`src/rtl/accum_pkg.sv`:
```
package accum_pkg;
   // fixed-point precision of the blend weights
   localparam int FRAC_W = 16;

   // weight of the new sample in frame k: round(2^FRAC_W / (k+1))
   function automatic logic [FRAC_W:0] new_weight(input int unsigned k);
      int unsigned one;
      one = 32'd1 << FRAC_W;
      return (FRAC_W+1)'((one + (k + 1) / 2) / (k + 1));
   endfunction
endpackage

```
`src/rtl/accum_frame_ctl.sv`:
```
module accum_frame_ctl #(
   parameter int M  = 4,
   parameter int AW = 12
) (
   input  logic          clk,
   input  logic          rst_n,
   input  logic          in_valid,
   input  logic          in_sof,
   input  logic          in_still,
   output logic [AW-1:0] pix_addr,
   output logic [M-1:0]  pix_k
);
   localparam logic [M-1:0] KMAX = {M{1'b1}};

   logic [M-1:0]  k_q;
   logic          primed_q;
   logic [AW-1:0] cnt_q;
   logic [M-1:0]  k_sof;

   always_comb begin
      if (!in_still || !primed_q)
         k_sof = '0;
      else if (k_q == KMAX)
         k_sof = KMAX;
      else
         k_sof = k_q + 1'b1;
      pix_k    = in_sof ? k_sof : k_q;
      pix_addr = in_sof ? '0 : cnt_q;
   end

   always_ff @(posedge clk or negedge rst_n) begin
      if (!rst_n) begin
         k_q      <= '0;
         primed_q <= 1'b0;
         cnt_q    <= '0;
      end else if (in_valid) begin
         cnt_q <= pix_addr + 1'b1;
         if (in_sof) begin
            k_q      <= k_sof;
            primed_q <= 1'b1;
         end
      end
   end
endmodule

```
`src/rtl/accum_blend.sv`:
```
module accum_blend
   import accum_pkg::*;
#(
   parameter int CH_W = 8,
   parameter int NCH  = 3,
   parameter int M    = 4,
   parameter int PW   = CH_W * NCH
) (
   input  logic [M-1:0]  k,
   input  logic [PW-1:0] new_px,
   input  logic [PW-1:0] old_px,
   output logic [PW-1:0] mix_px
);
   localparam int KN = 1 << M;
   localparam int WW = FRAC_W + 1;
   localparam int SW = CH_W + FRAC_W + 1;

   logic [WW-1:0] wn_tab [KN];
   logic [WW-1:0] wn;
   logic [WW-1:0] wo;

   for (genvar gk = 0; gk < KN; gk++) begin : g_wtab
      assign wn_tab[gk] = new_weight(gk);
   end

   assign wn = wn_tab[k];
   assign wo = WW'(1 << FRAC_W) - wn;

   for (genvar gc = 0; gc < NCH; gc++) begin : g_ch
      logic [SW-1:0] acc;
      assign acc = SW'(new_px[gc*CH_W +: CH_W]) * SW'(wn)
                 + SW'(old_px[gc*CH_W +: CH_W]) * SW'(wo)
                 + SW'(1 << (FRAC_W - 1));
      assign mix_px[gc*CH_W +: CH_W] = (k == '0) ? new_px[gc*CH_W +: CH_W]
                                                 : acc[FRAC_W +: CH_W];
   end
endmodule

```
`src/rtl/accum_avg.sv`:
```
module accum_avg #(
   parameter int CH_W = 8,
   parameter int NCH  = 3,
   parameter int M    = 4,
   parameter int AW   = 12,
   localparam int PW  = CH_W * NCH
) (
   input  logic          clk,
   input  logic          rst_n,
   input  logic          in_valid,
   input  logic          in_sof,
   input  logic          in_still,
   input  logic [PW-1:0] in_rgb,
   output logic          rd_en,
   output logic [AW-1:0] rd_addr,
   input  logic [PW-1:0] rd_data,
   output logic          wr_en,
   output logic [AW-1:0] wr_addr,
   output logic [PW-1:0] wr_data,
   output logic          out_valid,
   output logic          out_sof,
   output logic [PW-1:0] out_rgb
);
   if (M < 1 || M > 8) begin : g_bad_m
      $error("accum_avg: M must lie in 1..8");
   end
   if (CH_W < 1 || CH_W > 16) begin : g_bad_w
      $error("accum_avg: CH_W must lie in 1..16");
   end
   if (AW < 2) begin : g_bad_aw
      $error("accum_avg: AW must be at least 2");
   end

   logic [AW-1:0] pix_addr;
   logic [M-1:0]  pix_k;

   accum_frame_ctl #(.M(M), .AW(AW)) u_ctl (
      .clk      (clk),
      .rst_n    (rst_n),
      .in_valid (in_valid),
      .in_sof   (in_sof),
      .in_still (in_still),
      .pix_addr (pix_addr),
      .pix_k    (pix_k)
   );

   assign rd_en   = in_valid;
   assign rd_addr = pix_addr;

   // stage 1: wait for the memory word
   logic          s1_valid;
   logic          s1_sof;
   logic [PW-1:0] s1_px;
   logic [AW-1:0] s1_addr;
   logic [M-1:0]  s1_k;
   logic [PW-1:0] mix_px;

   always_ff @(posedge clk or negedge rst_n) begin
      if (!rst_n) begin
         s1_valid <= 1'b0;
         s1_sof   <= 1'b0;
         s1_px    <= '0;
         s1_addr  <= '0;
         s1_k     <= '0;
      end else begin
         s1_valid <= in_valid;
         if (in_valid) begin
            s1_sof  <= in_sof;
            s1_px   <= in_rgb;
            s1_addr <= pix_addr;
            s1_k    <= pix_k;
         end
      end
   end

   accum_blend #(.CH_W(CH_W), .NCH(NCH), .M(M), .PW(PW)) u_blend (
      .k      (s1_k),
      .new_px (s1_px),
      .old_px (rd_data),
      .mix_px (mix_px)
   );

   // stage 2: output and write-back
   logic [PW-1:0] res_q;

   always_ff @(posedge clk or negedge rst_n) begin
      if (!rst_n) begin
         out_valid <= 1'b0;
         out_sof   <= 1'b0;
         res_q     <= '0;
         wr_en     <= 1'b0;
         wr_addr   <= '0;
      end else begin
         out_valid <= s1_valid;
         wr_en     <= s1_valid;
         if (s1_valid) begin
            out_sof <= s1_sof;
            res_q   <= mix_px;
            wr_addr <= s1_addr;
         end
      end
   end

   assign out_rgb = res_q;
   assign wr_data = res_q;
endmodule

```
`config.mk`:
```
export PLATFORM = sky130hd
export DESIGN_NAME = accum_avg
export DESIGN_NICKNAME = d
export VERILOG_FILES = /design/src/rtl/accum_pkg.sv /design/src/rtl/accum_frame_ctl.sv /design/src/rtl/accum_blend.sv /design/src/rtl/accum_avg.sv
export SDC_FILE = /design/constraint.sdc
export NUM_CORES = 2
export LEC_CHECK = 0
export BUFFER_PORTS_ARGS = -buffer_cell sky130_fd_sc_hd__buf_4
export CAP_MARGIN = 0
export CORE_MARGIN = 5
export CORE_UTILIZATION = 40
export DETAILED_ROUTE_END_ITERATION = 7
export GPL_TIMING_DRIVEN = 0
export MAX_ROUTING_LAYER = met4
export SKIP_CTS_REPAIR_TIMING = 1
export SLEW_MARGIN = 20
export SYNTH_ARGS = -nofsm -noshare
export SYNTH_HDL_FRONTEND = slang
export SYNTH_SLANG_ARGS = --single-unit
```
`constraint.sdc`:
```
create_clock -name clk -period 21.9 [get_ports clk]
set_input_delay 3.285 -clock clk [delete_from_list [all_inputs] [get_ports clk]]
set_output_delay 3.285 -clock clk [all_outputs]
set_load 0.01 [all_outputs]
```
==> results_dict.tcl <==
set metrics [dict create \
    grt_overflow 0 \
    critical_path_peak_fanout 10 \
    status "finished clean" \
    final_layout_setup_total_negative_slack_ns 0 \
    met3_length_um 6580 \
    cts_made_buffers 9 \
    finish.instance_area_um2 32200 \
    cts_tree "built" \
    drive_above_1_share_pct 7.44 \
    core.rowCount 100 \
    post_dp_cell_area_um2 31900 \
    vias 22000 \
    place_congestion 0.928 \
    antenna_violations_before_repair 9 \
    initial_core_util_pct 40.2 \
    cts.htree.levels 3 \
    gr-usage-all-layers_pct 23.0 \
    insertion_delay_ns 0.37 \
    startpoint_type "flip-flop" \
    tightest_slew_ns 1.17 \
    area_delta_synth_final_pct 8.30 \
    drv_cap 0 \
    clock_skew_ns 0.0176 \
    min-delay-path-class "flip-flop to flip-flop" \
    die_boundary_height_um 283 \
    worst_setup_path_end_kind "flip-flop" \
    worst_slew_margin_rel_pct 21.5 \
    synth-seq-area-share_pct 7.82 \
    grt_max_degree 94 \
    floorplan.die.width_um 283 \
    final-setup-viol-count 0 \
    ys_dominant_reg_cell "dfrtp_1" \
    timing.critical_path.mode_cell "fa_1" \
    synthDistinctLibCells 67 \
    crit_path_max_incr_delay_ns 0.72 \
    clk_path_buf_depth 2 \
    postSynthRegisterBits 93 \
    dieArea_um2 79900 \
    clock_sinks 93 \
    worst-setup-path-type "flip-flop to flip-flop" \
    synth.cell_area_um2 29700 \
    dr.max_layer_used "met4" \
    layout_min_cycle_time_ns 10.53 \
    max_transition_viols_final 0 \
    synth_largest_type_area_fraction_pct 44.0 \
    post-synth-top-count-cell "inv_1" \
    post_detailed_route_via_to_cell_ratio 4.93 \
    synth-edff-count 0 \
    wirelength_met1_um 36700 \
    slowest_stage "clkbuf_1" \
    ys_top_cells_by_area "fa_1 44%, inv_1 12%, ha_1 10%" \
    worst-endpoint-required_ns 22.20 \
    timing.critical_path.arrival_ns 10.83 \
    yosys_warnings 0 \
    postLayoutSetupSlackWorst_ns 11.37 \
    wire_length_of_the_first_global_routing_pass_um 135000 \
    drt-total-wl_um 85500 \
    nNetsFinal 4443 \
    fmax_mhz 95.0 \
    detailed_routing_iterations_pass_1 8 \
    clock_tree_root_buffer_cell "clkbuf_16" \
    detail_route.drc_violations 0 \
    io_buffers 125 \
    synthesis.nets 4307 \
    io_pins 129 \
    path_clk_slew_ns 0.08 \
    drt.antenna.violating_nets 0 \
    grt_setup_unrepaired "false" \
    hpwl_um 71500 \
    detail_route.iter0.violations 1367 \
    async_reset_ff_share_pct 100 \
    netlist.top_cell.by_area "fa_1" \
    netlist_instances 3353 \
    place_worst_setup_slack_ns 11.59 \
    grt_pass1_vias 23000 \
    fillerInstances 7459 \
    core_area_um2 74100 \
    synth_area_per_cell_um2 8.87 \
    final_hold_viol_count 0 \
    final_min_period_over_clock_period_pct 48.1 \
    routed-wl-met2_um 39300 \
    synth_top_cells_by_count "912 x inv_1, 654 x fa_1, 525 x nand2_1, 291 x and2_1, 247 x ha_1" \
    wire_per_inst_um 19.1 \
]
[stage by stage]
| stage | std cells | util [%] | hold WS [ns] |
|---|---|---|---|
| finish | 4466 | 43.5 | 0.412 |
| global route | 4465 | 43.5 | 0.449 |
| CTS | 4463 | 43.5 | 0.417 |
| detailed placement | 4447 | 43.1 | 0.392 |
| global placement | 4447 | 43.1 | 0.402 |
| floorplan | 3353 | - | 0.372 |
[state kept, by name, indices dropped and copies added (netlist names)]
name,flops
s1_valid,1
s1_px,24
s1_addr,12
s1_k,4
out_sof,1
out_rgb,24
out_valid,1
u_ctl.primed_q,1
u_ctl.cnt_q,12
s1_sof,1
wr_addr,12
[layout by cell type, fill, tap and decap left out, types with 18 or more instances in the layout]
cell type	Yosys	layout
dfrtp_1	93	93
nor2b_1	18	18
nand3_1	23	23
clkbuf_1	141	141
inv_1	912	912
and2_1	291	291
ha_1	247	247
nor2_1	43	42
a21oi_1	38	37
nand2_1	525	525
and3_1	35	35
fa_1	654	654
o21ai_0	22	22
buf_4	29	153
a21o_1	18	18
xnor2_1	43	43
mux2_2	55	55
[routing by layer]
layer  up-vias  GRT usage, %
met2       773          36.1
met3       110          3.53
met1     11200          31.4
met5         -             -
li1       9925             -
met4         0          6.62
[worst paths after layout]
check | slack, ns | endpoint | cells after the start | start
setup / recovery | 11.37 | out_rgb[7] | 31 | s1_k[1]
hold / removal | 0.41 | out_valid | 0 | s1_valid
setup reg to reg | 11.37 | out_rgb[7] | 31 | s1_k[1]
hold reg to reg | 0.41 | out_valid | 0 | s1_valid
max in group asynchronous | 18.31 | s1_px[12] | 1 | rst_n
min in group asynchronous | 2.99 | wr_addr[3] | 1 | rst_n
[critical path: cells and delay by family (launching register included)]
family	cells	cell delay [ns]
fa+ha+maj	8	3.44
buf+inv	7	2.44
compound gates	8	2.06
simple gates	7	1.31
xor+xnor	1	0.70
flops	1	0.46
[cells by family after synthesis]
| group | after synthesis | synth area share, % |
|---|---|---|
| adder cells (fa/ha/maj) | 901 | 54.4 |
| AND/OR/NAND/NOR | 980 | 15.8 |
| flip-flops | 93 | 7.82 |
| buffers and inverters | 1113 | 14.5 |
| XOR/XNOR | 56 | 1.65 |
| multiplexers | 64 | 2.43 |
| AO/OA/AOI/OAI | 146 | 3.37 |
[cell type report]
type | count | area [um^2] | area share [%]
flip-flops and latches | 93 | 2330 | 7.23
repair buffers | 125 | 942 | 2.93
clock buffers | 9 | 225 | 0.699
inverters | 915 | 3430 | 10.7
plain buffers | 198 | 887 | 2.75
well taps | 969 | 1210 | 3.76
diodes | 3 | 7.51 | 0.0233
multi-input cells | 2147 | 23100 | 71.7
clock inverters | 7 | 67.6 | 0.210
Power is left out: the tool's default activity adds up to more than one toggle a clock period on the data nets, which glitch-free logic cannot reach.
